$ cat src/rtl/pwmt_pkg.sv
package pwmt_pkg;
  localparam int unsigned DW = 32;
  localparam logic [1:0] SEL_CNT  = 2'd0;
  localparam logic [1:0] SEL_RISE = 2'd1;
  localparam logic [1:0] SEL_PER  = 2'd2;
  localparam logic [1:0] SEL_CTRL = 2'd3;
  localparam int unsigned B_RUN   = 0;
  localparam int unsigned B_OE    = 3;
  localparam int unsigned B_ONE   = 4;
  localparam int unsigned B_GIE   = 5;
  localparam int unsigned B_STS   = 6;
  localparam int unsigned B_CLR   = 7;
  localparam int unsigned B_RIE   = 10;
  localparam int unsigned B_PIE   = 11;

  typedef struct packed {
    logic run;
    logic oe;
    logic one;
    logic gie;
    logic sts;
    logic rie;
    logic pie;
  } ctrl_t;
endpackage

$ cat src/rtl/pwmt_counter.sv
module pwmt_counter #(
  parameter int unsigned CNT_W = 24
) (
  input  logic             clk,
  input  logic             rst,
  input  logic             run,
  input  logic             load,
  input  logic             clr,
  input  logic [CNT_W-1:0] load_val,
  input  logic [CNT_W-1:0] rise_mark,
  input  logic [CNT_W-1:0] per_mark,
  output logic [CNT_W-1:0] cnt,
  output logic             wrap,
  output logic             rise_hit
);
  logic [CNT_W-1:0] nxt;
  logic             step;

  assign nxt      = cnt + 1'b1;
  assign step     = run && !load && !clr;
  assign wrap     = step && (nxt == per_mark);
  assign rise_hit = step && (nxt == rise_mark);

  always_ff @(posedge clk) begin
    if (rst)       cnt <= '0;
    else if (load) cnt <= load_val;
    else if (clr)  cnt <= '0;
    else if (step) cnt <= wrap ? '0 : nxt;
  end


  hold_when_idle_chk: assert property (@(posedge clk) disable iff (rst)
    (!run && !load && !clr) |=> (cnt == $past(cnt)));

  wrap_to_zero_chk: assert property (@(posedge clk) disable iff (rst)
    wrap |=> (cnt == '0));

  clr_zero_chk: assert property (@(posedge clk) disable iff (rst)
    (clr && !load) |=> (cnt == '0));
endmodule

$ cat src/rtl/pwmt_regs.sv
module pwmt_regs
  import pwmt_pkg::*;
#(
  parameter int unsigned CNT_W = 24
) (
  input  logic             clk,
  input  logic             rst,
  input  logic             reg_wr,
  input  logic [1:0]       reg_sel,
  input  logic [DW-1:0]    reg_wdata,
  input  logic [CNT_W-1:0] cnt,
  input  logic             wrap,
  input  logic             rise_hit,
  output ctrl_t            ctrl,
  output logic [CNT_W-1:0] rise_mark,
  output logic [CNT_W-1:0] per_mark,
  output logic             cnt_load,
  output logic             cnt_clr,
  output logic [DW-1:0]    reg_rdata
);
  logic ctrl_wr;
  logic sts_set;
  logic unused_bits;

  assign ctrl_wr  = reg_wr && (reg_sel == SEL_CTRL);
  assign cnt_load = reg_wr && (reg_sel == SEL_CNT);
  assign cnt_clr  = ctrl_wr && reg_wdata[B_CLR];
  assign sts_set  = wrap || (ctrl.rie && rise_hit);
  assign unused_bits = ^{reg_wdata[DW-1:12], reg_wdata[9:8], reg_wdata[2:1]};

  always_ff @(posedge clk) begin
    if (rst) begin
      ctrl      <= '0;
      rise_mark <= '0;
      per_mark  <= '0;
    end else begin
      if (reg_wr && reg_sel == SEL_RISE) rise_mark <= reg_wdata[CNT_W-1:0];
      if (reg_wr && reg_sel == SEL_PER)  per_mark  <= reg_wdata[CNT_W-1:0];
      if (ctrl_wr) begin
        ctrl.run <= reg_wdata[B_RUN];
        ctrl.oe  <= reg_wdata[B_OE];
        ctrl.one <= reg_wdata[B_ONE];
        ctrl.gie <= reg_wdata[B_GIE];
        ctrl.rie <= reg_wdata[B_RIE];
        ctrl.pie <= reg_wdata[B_PIE];
      end else if (wrap && ctrl.one) begin
        ctrl.run <= 1'b0;
      end
      if (sts_set)                           ctrl.sts <= 1'b1;
      else if (ctrl_wr && reg_wdata[B_STS])  ctrl.sts <= 1'b0;
    end
  end

  always_comb begin
    reg_rdata = '0;
    unique case (reg_sel)
      SEL_CNT:  reg_rdata[CNT_W-1:0] = cnt;
      SEL_RISE: reg_rdata[CNT_W-1:0] = rise_mark;
      SEL_PER:  reg_rdata[CNT_W-1:0] = per_mark;
      default: begin
        reg_rdata[B_RUN] = ctrl.run;
        reg_rdata[B_OE]  = ctrl.oe;
        reg_rdata[B_ONE] = ctrl.one;
        reg_rdata[B_GIE] = ctrl.gie;
        reg_rdata[B_STS] = ctrl.sts;
        reg_rdata[B_RIE] = ctrl.rie;
        reg_rdata[B_PIE] = ctrl.pie;
      end
    endcase
  end


  wrap_sets_status_chk: assert property (@(posedge clk) disable iff (rst)
    wrap |=> ctrl.sts);

  oneshot_stop_chk: assert property (@(posedge clk) disable iff (rst)
    (wrap && ctrl.one && !ctrl_wr) |=> !ctrl.run);
endmodule

$ cat src/rtl/pwmt_wave.sv
module pwmt_wave (
  input  logic clk,
  input  logic rst,
  input  logic restart,
  input  logic wrap,
  input  logic rise_hit,
  input  logic oe,
  input  logic sts,
  input  logic gie,
  output logic pwm_out,
  output logic irq
);
  logic level;

  always_ff @(posedge clk) begin
    if (rst)                   level <= 1'b0;
    else if (restart || wrap)  level <= 1'b0;
    else if (rise_hit)         level <= 1'b1;
  end

  assign pwm_out = level && oe;
  assign irq     = sts && gie;


  wrap_drops_pwm_chk: assert property (@(posedge clk) disable iff (rst)
    wrap |=> !pwm_out);
endmodule

$ cat src/rtl/dcmp_pwm_timer.sv
module dcmp_pwm_timer
  import pwmt_pkg::*;
#(
  parameter int unsigned CNT_W = 24
) (
  input  logic          clk,
  input  logic          rst,
  input  logic          reg_wr,
  input  logic [1:0]    reg_sel,
  input  logic [DW-1:0] reg_wdata,
  output logic [DW-1:0] reg_rdata,
  output logic          pwm_out,
  output logic          irq
);
  ctrl_t            ctrl;
  logic [CNT_W-1:0] cnt, rise_mark, per_mark;
  logic             wrap, rise_hit, cnt_load, cnt_clr;

  pwmt_regs #(.CNT_W(CNT_W)) u_regs (
    .clk(clk), .rst(rst), .reg_wr(reg_wr), .reg_sel(reg_sel),
    .reg_wdata(reg_wdata), .cnt(cnt), .wrap(wrap), .rise_hit(rise_hit),
    .ctrl(ctrl), .rise_mark(rise_mark), .per_mark(per_mark),
    .cnt_load(cnt_load), .cnt_clr(cnt_clr), .reg_rdata(reg_rdata)
  );

  pwmt_counter #(.CNT_W(CNT_W)) u_cnt (
    .clk(clk), .rst(rst), .run(ctrl.run), .load(cnt_load), .clr(cnt_clr),
    .load_val(reg_wdata[CNT_W-1:0]), .rise_mark(rise_mark),
    .per_mark(per_mark), .cnt(cnt), .wrap(wrap), .rise_hit(rise_hit)
  );

  pwmt_wave u_wave (
    .clk(clk), .rst(rst), .restart(cnt_load || cnt_clr), .wrap(wrap),
    .rise_hit(rise_hit), .oe(ctrl.oe), .sts(ctrl.sts), .gie(ctrl.gie),
    .pwm_out(pwm_out), .irq(irq)
  );
endmodule

$ cat config.mk
export PLATFORM = sky130hd
export DESIGN_NAME = dcmp_pwm_timer
export DESIGN_NICKNAME = d
export VERILOG_FILES = /design/src/rtl/pwmt_pkg.sv /design/src/rtl/pwmt_counter.sv /design/src/rtl/pwmt_regs.sv /design/src/rtl/pwmt_wave.sv /design/src/rtl/dcmp_pwm_timer.sv
export SDC_FILE = /design/constraint.sdc
export NUM_CORES = 1
export LEC_CHECK = 0
export ABC_CLOCK_PERIOD_IN_PS = 3500
export BUFFER_PORTS_ARGS = -buffer_cell sky130_fd_sc_hd__buf_4
export CORE_MARGIN = 2
export CORE_UTILIZATION = 50
export CTS_CLUSTER_SIZE = 16
export DETAILED_ROUTE_END_ITERATION = 16
export PLACE_DENSITY = 0.7
export RECOVER_POWER = 100
export SETUP_SLACK_MARGIN = 0.05
export SLEW_MARGIN = 10
export SYNTH_ARGS = -nofsm -noshare
export SYNTH_HDL_FRONTEND = slang
export SYNTH_SLANG_ARGS = --single-unit
$ cat constraint.sdc
create_clock -name clk -period 3.5 [get_ports clk]
set_input_delay 0.7 -clock clk [delete_from_list [all_inputs] [get_ports clk]]
set_output_delay 0.7 -clock clk [all_outputs]
set_load 0.005 [all_outputs]
# Word level (Yosys, flattened, before mapping)
# Index checks and enable logic that the tools add are counted.
# totals
reg_bits,80
latch_bits,0
mem_bits_rw,0
mem_bits_ro,0
in_bits,37
output_inout_bits,34
elab_cells,55
mem_count,0
# op_classes
addsub,1
multipliers,0
n_div,0
magnitude_cmp,0
n_eq_ne,5
shift,0
n_mux,14
n_bitwise,0
reduce_logical,24
# ops
cell,count
$mux W24,4
$eq A24 B24 Y1,2
$pmux W12 S3,1
$add A24 B1 Y24 const B,1
$logic_and A1 B1 Y1,14
$pmux W2 S3,2
$pmux W4 S3,1
$pmux W3 S3,1
$eq A2 B2 Y1 const B,2
$mux W1,4
$reduce_bool A2 Y1,2
$logic_or A1 B1 Y1,3
$pmux W1 S3,1
$reduce_bool A3 Y1,1
$eq A2 B1 Y1 const B,1
$logic_not A1 Y1,2
$logic_not A2 Y1,1
$reduce_or A2 Y1,1

# Depth between registers and ports, before layout
# Gate-level depths: netlist of the first run.
# depth
word_depth,10
mapped_depth,13
mapped_depth_nobuf,10

# By module
# A second synthesis of the first run with hierarchy kept.
# hier_totals
hier_cells,756
area_unflattened_um2,6198.4
# modules_own_cells
module,instances,cells_each,area_per_inst_um2,seq_area_each_um2
pwmt_counter,1,427,3365.7,480.5
pwmt_regs,1,323,2777.7,1101.1
pwmt_wave,1,5,48.8,20.0
dcmp_pwm_timer,1,1,6.3,0.0

# Least setup slack after synthesis of the first run
# Ideal clock, no wire load.
# synth_timing
path_kind,register to register
start,reg u_cnt.cnt[12]
end,reg u_cnt.cnt[1]
setup_ns,0.134
arrival_time_ns,3.037
required_time_ns,3.366
slack_ns,0.329
path_stages_with_launch,12
period_less_slack_ns,3.171
path_cell_list,dfxtp_1 -> buf_4 -> nand4_4 -> or4_1 -> buf_2 -> nor3_2 -> mux2_2 -> or3_1 -> nor4_1 -> a41oi_2 -> a221oi_1 -> a211oi_1
# synth_between
elab_chain_len,7
# synth_lines
element,line_no,rtl
"start, declared",pwmt_counter.sv:12,"output logic [CNT_W-1:0] cnt,"
"start signal, assigned",pwmt_counter.sv:26,else if (load) cnt <= load_val;
"start signal, assigned",pwmt_counter.sv:28,else if (step) cnt <= wrap ? '0 : nxt;
$add A24 B1 Y24,pwmt_counter.sv:19,assign nxt = cnt + 1'b1;
$eq A24 B24 Y1,pwmt_counter.sv:21,assign wrap = step && (nxt == per_mark);
$logic_and A1 B1 Y1,pwmt_counter.sv:21,
$mux W24 (2 in series),pwmt_counter.sv:28,
$mux W24,pwmt_counter.sv:27,else if (clr) cnt <= '0;
$mux W24,pwmt_counter.sv:26,
# Every way passes these cells. The select of a mux whose other input is x is not followed.
# A chain may end at the register's enable or synchronous reset.

# Worst setup path after layout of the first run
# layout_timing
start,reg u_cnt.cnt[12]
end,reg u_cnt.cnt[19]
# layout_between
elab_chain_len,7
# layout_lines
element,line_no
$add A24 B1 Y24 (*),pwmt_counter.sv:19
$eq A24 B24 Y1,pwmt_counter.sv:21
$logic_and A1 B1 Y1,pwmt_counter.sv:21
$mux W24 (*) (2 in series),pwmt_counter.sv:28
$mux W24 (*),pwmt_counter.sv:27
$mux W24 (*),pwmt_counter.sv:26
# Every way passes the cells marked *; elsewhere a longest branch is shown, timed or not. The select of a mux whose other input is x is not followed.

==> flow_summary.toml, run 1 <==
[floorplan]
dieArea_sq_mm = 0.0122
rows = 38
die_w_microns = 110
core_sq_mm = 0.0109
io-pin-count = 71
start_util = 0.517
die_h_microns = 110

[critical_path]
critPathCaptureType = "flip-flop"
required_ns = 3.69
slowest_delay_ns = 0.61
cp-start-kind = "flip-flop"
worstPathCellList = "nand4_4 > or4_1 > nor3_2 > mux2_2 > or3_1 > nor4_1 > buf_4 > a41oi_2 > buf_4 > o21ai_0 > a211oi_1"
path_class = "flip-flop to flip-flop"
critical_path.top_delay_family = "simple AND/OR/NAND/NOR gates"
path_common_cell = "buf_4"
path_max_fanout = 10
crit_slowest_cell = "or4_1"
cp.arrival_ns = 3.55
critPathBufInv = 2

[power_and_ir_drop]
power_frac_seq = 0.374
combPwrFrac = 0.221
p_int_mw = 1.91
p_clk_frac = 0.406
switchingPower_uw = 784
swShare = 0.291
powerDensity_mw_per_mm2 = 391
ir_drop_mv = 0.377
leakagePower_nw = 2.59

[timing]
setup_violations = 0
final-hold-violation-count = 0
drv_slew = 0
rsz0062_at_grt = "false"
holdWs_ns = 0.458
fmax_ghz = 0.298
fin_worst_skew_ns = 0.0101
worstMarginPinSlew_ns = 1.23
slew_headroom = 0.179
period_minus_slack_ns = 3.36
fin_setup_tns_ns = 0
finalCritPeriodShare = 0.959

[clock_network]
clkTransAtPathRegs_ns = 0.07
htreeDepth = 3
cts_setup_buffers = 0
cts-root-buf = "clkbuf_16"
numCtsBuffers = 9
clock_sinks = 80
tritoncts = "yes"
cts-hold-fix-buffers = 0
cts_buffer_depth = 2
clk_latency_ns = 0.36

[synth]
syn_area_per_cell_sq_um = 7.32
ys_seq_elements = 80
syn_area_sq_mm = 0.00566
synth_edf_count = 0
yosysTopAreaCell = "dfxtp_1"
yosysWarnings = 0
synthFlopType = "dfxtp_1"
yosysUniqueCellTypes = 65
async_flop_share = 0
synth_area_leaders = "dfxtp_1 (28%), nand2_1 (11%), a21oi_1 (8.0%)"
netlist_instances = 773
synth_top_area_share = 0.283
seq_area_frac_synth = 0.283

[global_routing]
antenna_found_initial = 0
grt_pass1_vias = 5762
gr-total-overflow = 0
track_usage = 0.360
grt_pass1_wl_microns = 32200
grt_max_degree = 81

[route]
drt_iter0_drc = 683
final_antenna_net_count = 0
drtPass1Iterations = 5
wl_per_cell_microns = 21.2
top_layer = "met4"
route.vias.total = 6208
routed_wl_microns = 21200
wl_met3_microns = 1720
vias_per_cell = 6.21
route.met2.wl_microns = 9720
drc = 0
m1WireLength_microns = 9160

[layout]
insertedDiodeCount = 0
fin_nets = 893
syn2layout_area_growth_pct = 21.6
mostFrequentLayoutCell = "nand2_1"
final_cell_mix = "nand2_1 (169), buf_4 (113), a21oi_1 (91)"
drive_gt1_frac = 0.199
fillCellCount = 1031

[place]
dp_hpwl_microns = 15900
gp_congestion = 0.964
portBuffers = 54

[flow_run]
max_cap_violations = 0

[worst_hold_path]
hold_class = "flip-flop to flip-flop"

[status]
run_status = "complete, no violations"
[state kept, by name, summed over array words and instances, names as in the netlist]
| register | flops |
|---|---|
| u_regs.ctrl | 7 |
| u_wave.level | 1 |
| u_regs.per_mark | 24 |
| u_cnt.cnt | 24 |
| u_regs.rise_mark | 24 |
[worst register-to-register path, delay by kind of cell, from the launching register on]
kind / cells / cell delay [ns]
and+or+nand+nor: 5 / 1.67
buffers and inverters: 2 / 0.44
DFF: 1 / 0.38
muxes: 1 / 0.37
AOI/OAI and AO/OA: 3 / 0.34
[cell type report]
class / instances / area [sq um] / area share
clock inverters: 5 / 105 / 0.0153
inverters: 9 / 33.8 / 0.00491
multi-input cells: 618 / 3730 / 0.541
repair buffers: 137 / 1010 / 0.147
clock buffers: 11 / 233 / 0.0338
flip-flops and latches: 80 / 1600 / 0.233
well taps: 140 / 175 / 0.0254
[power by group through the flow]
stage | clock network [mW] | logic (mW) | registers, mW
2_1_floorplan | 0 | 0.366 | 1.01
3_3_place_gp | 0 | 0.574 | 1.02
3_5_place_dp | 0 | 0.582 | 1.02
4_1_cts | 1.10 | 0.587 | 1.00
5_1_grt | 1.13 | 0.639 | 1.01
6_report | 1.09 | 0.594 | 1.01
[routing by layer]
| layer | GRT usage | up-vias |
|---|---|---|
| met5 | 0 | - |
| met4 | 0.157 | 0 |
| met3 | 0.0711 | 42 |
| met2 | 0.563 | 286 |
| met1 | 0.482 | 2972 |
| li1 | - | 2908 |
[synth_stat cells (5+ instances only)]
cell type and n:
a31oi_1 7, dfxtp_1 80, inv_1 9, buf_2 11
nand4_1 12, and3_1 15, or3_1 5, nor2_1 30
mux4_2 7, a21oi_1 91, nand2b_1 6, xor2_1 19
a211oi_1 5, clkbuf_1 46, buf_4 13, nand3_1 20
and2_1 7, o21ai_0 35, a22oi_1 19, or4_1 9
mux2i_1 21, xnor2_1 31, and4_1 5, mux2_2 5
nand2_1 169, nor3_1 15, nor4_1 18
[through the flow]
step / total power [mW] / instance area, sq um / std cells / setup slack (ns) / util
global route: 2.78 / 6880 / 1000 / 0.0255 / 0.629
floorplan: 1.37 / 5680 / 780 / 0.329 / -
detailed placement: 1.61 / 6570 / 984 / 0.125 / 0.601
global placement: 1.60 / 6570 / 984 / 0.142 / 0.601
CTS: 2.69 / 6910 / 1000 / 0.108 / 0.632
finish: 2.69 / 6880 / 1000 / 0.145 / 0.629
[kinds of logic after synthesis]
logic type                 Yosys count  share of synthesized area
DFF                                 80                      0.283
xor gates and xnor gates            51                     0.0814
adders and majority gates            1                    0.00221
AOI/OAI and AO/OA                  190                      0.201
buffers and inverters               82                     0.0655
and+or+nand+nor                    335                      0.291
muxes                               33                     0.0750
other                                1                   0.000663
[final timing paths]
path | start | end | slack [ns] | cells past startpoint
setup reg to reg | u_cnt.cnt[12] | u_cnt.cnt[19] | 0.14 | 11
setup / recovery | u_cnt.cnt[12] | u_cnt.cnt[19] | 0.14 | 11
hold reg to reg | u_regs.ctrl[0] | u_regs.ctrl[0] | 0.46 | 2
hold / removal | u_regs.ctrl[0] | u_regs.ctrl[0] | 0.46 | 2
[repair_timing]
item / 4_1_cts / 5_1_grt
hold endpoints to repair: 0 / 0
endpoints found under the setup margin: 0 / 20
resized for setup: 0 / 3
No activity file was read; power rests on OpenSTA's default activity.
==> inputs of run 2 (changes only) <==
- ABC_AREA: unset -> 1
- CTS_BUF_LIST: unset -> sky130_fd_sc_hd__clkbuf_8
- PLACE_DENSITY: 0.7 -> 0.71
==> run 2 against run 1 <==
- register-to-register slack better by 0.31 ns
- largest cell class unchanged
- largest power group is now sequential cells
- cell area down 12%
- global-route usage down 4.9 points
- critical endpoint is now reg_rdata[0]
==> flow_summary.toml, run 2 <==
[timing]
fin_ws_ns = 0.385
period_minus_slack_ns = 3.11
slew_headroom = 0.179
holdWs_ns = 0.466
final-hold-violation-count = 0
worstMarginPinSlew_ns = 1.23
fin_setup_tns_ns = 0
fin_worst_skew_ns = 0.0163
fmax_ghz = 0.321
finalCritPeriodShare = 0.890
drv_slew = 0
rsz0062_at_grt = "false"
setup_violations = 0

[critical_path]
rr_endpoint = "u_cnt.cnt[5]"
rrSetupSlack_ns = 0.45
cp.depth = 7
slowest_delay_ns = 0.92
critPathCaptureType = "primary output"
worstPathCellList = "buf_4 > inv_1 > nor2_1 > clkbuf_1 > nand2_1 > o2111ai_1 > clkbuf_4"
path_class = "input pin to primary output"
crit_slowest_cell = "clkbuf_1"
crit_path_end = "reg_rdata[0]"
cp.arrival_ns = 2.41
path_max_fanout = 19
critPathBufInv = 4
critical_path.top_delay_family = "buffers and inverters"
crit_start = "reg_sel[1]"
reg2reg_depth = 14
required_ns = 2.80
cp-start-kind = "input pin"
reg2reg_from = "u_cnt.cnt[0]"

[worst_hold_path]
hold_class = "flip-flop to flip-flop"
hold_path_depth = 2

[floorplan]
die_w_microns = 108
core_sq_mm = 0.0104
die_h_microns = 108
io-pin-count = 71
dieArea_sq_mm = 0.0116
start_util = 0.518
rows = 37

[power_and_ir_drop]
combPwrFrac = 0.201
ir_drop_mv = 0.234
power.total_mw = 2.40
switchingPower_uw = 749
p_int_mw = 1.65
powerDensity_mw_per_mm2 = 394
power_frac_seq = 0.426
leakagePower_nw = 2.76
swShare = 0.312
p_clk_frac = 0.374

[layout]
largestRegisters = "u_cnt.cnt: 24 flops, u_regs.per_mark: 24 flops, u_regs.rise_mark: 24 flops"
fin_nets = 974
final_cell_mix = "nand2_1 (233), inv_1 (129), nand3_1 (127)"
mostFrequentLayoutCell = "nand2_1"
syn2layout_area_growth_pct = 12.8
drive_gt1_frac = 0.102
fillCellCount = 1079
insertedDiodeCount = 0
final_cells = 1077
fin_util = 0.584
final_cell_area_sq_mm = 0.00609

[clock_network]
numCtsBuffers = 9
clkTransAtPathRegs_ns = 0.08
cts-root-buf = "clkbuf_8"
clock_sinks = 80
cts_resized = 0
cts_setup_buffers = 0
tritoncts = "yes"
cts_buffer_depth = 2
htreeDepth = 3
cts-hold-fix-buffers = 0
clk_latency_ns = 0.39

[synth]
synth_area_leaders = "dfxtp_1 (30%), nand2_1 (16%), nand3_1 (12%)"
ys_seq_elements = 80
syn_area_sq_mm = 0.00540
synth_edf_count = 0
synth_top_area_share = 0.297
syn_area_per_cell_sq_um = 5.98
synthFlopType = "dfxtp_1"
async_flop_share = 0
synth.most_common_cell = "nand2_1"
netlist_instances = 903
yosysUniqueCellTypes = 33
yosysWarnings = 0
yosysTopAreaCell = "dfxtp_1"
synth_commonest_cells = "nand2_1 (233), inv_1 (130), nand3_1 (127)"
seq_area_frac_synth = 0.297

[place]
placed_cell_area_sq_mm = 0.00586
portBuffers = 54
dp.cells = 1061
pre_cts_ws_ns = 0.688
gp_congestion = 0.926
dp_hpwl_microns = 12000

[route]
wl_per_cell_microns = 16.2
final_antenna_net_count = 0
routed_wl_microns = 17500
drtPass1Iterations = 5
route.vias.total = 6061
vias_per_cell = 5.63
drt_iter0_drc = 504
drc = 0

[global_routing]
antenna_found_initial = 0
grt_pass1_wl_microns = 27600
gr-total-overflow = 0
grt_pass1_vias = 5458
grt_max_degree = 63
track_usage = 0.311

[status]
run_status = "complete, no violations"

[flow_run]
max_cap_violations = 0
[run 2: cell count changes in the layout (fill, tap and decap cells not counted), moves of 17 or more]
cell     before  now
nor4_1       17    0
xnor2_1      31    1
nand3_1      20  127
mux2i_1      21    0
nand2_1     169  233
nor2_1       29   46
buf_4       113   38
o21ai_0      35   84
a22oi_1      19    0
inv_1         9  129
[run 2: worst min path at each step]
stage,from,to,slack (ns)
floorplan,u_regs.ctrl[0],u_regs.ctrl[0],0.42
global placement,u_regs.ctrl[0],u_regs.ctrl[0],0.44
detailed placement,u_regs.ctrl[0],u_regs.ctrl[0],0.45
CTS,u_regs.ctrl[0],u_regs.ctrl[0],0.46
global route,u_regs.ctrl[0],u_regs.ctrl[0],0.50
finish,u_regs.ctrl[0],u_regs.ctrl[0],0.47
[run 2: cell families after synthesis]
| family | Yosys count | synth area share |
|---|---|---|
| xor+xnor | 6 | 0.0123 |
| simple gates | 430 | 0.347 |
| compound gates | 203 | 0.204 |
| flops | 80 | 0.297 |
| other cells | 1 | 0.000695 |
| buf+inv | 182 | 0.137 |
| fa+ha+maj | 1 | 0.00232 |
[run 2: tightest hold or removal path: stages (launching register included)]
cell     delay [ns]
dfxtp_1        0.30
inv_1          0.06
a21oi_1        0.06
[run 2: power by group through the flow]
| stage | sequential [mW] | clock [mW] | combinational [mW] |
|---|---|---|---|
| 2_1_floorplan | 1.02 | 0 | 0.330 |
| 3_3_place_gp | 1.04 | 0 | 0.468 |
| 3_5_place_dp | 1.04 | 0 | 0.478 |
| 4_1_cts | 1.02 | 0.904 | 0.480 |
| 5_1_grt | 1.03 | 0.940 | 0.543 |
| 6_report | 1.02 | 0.897 | 0.482 |
[run 2: per-layer routing]
layer  up-vias  track usage  share of wire
li1       2997            -              -
met5         -            0              0
met4         0        0.131          0.029
met1      2781        0.421           0.44
met2       241        0.496           0.46
met3        42       0.0448          0.077
[run 2: area by class of cell]
class	count	area, sq um	area share
Inverter	132	495	0.0814
Timing Repair Buffer	65	480	0.0789
Clock inverter	5	103	0.0169
Multi-Input combinational cell	648	3090	0.507
Tap cell	136	170	0.0280
Sequential cell	80	1600	0.263
Clock buffer	11	151	0.0249
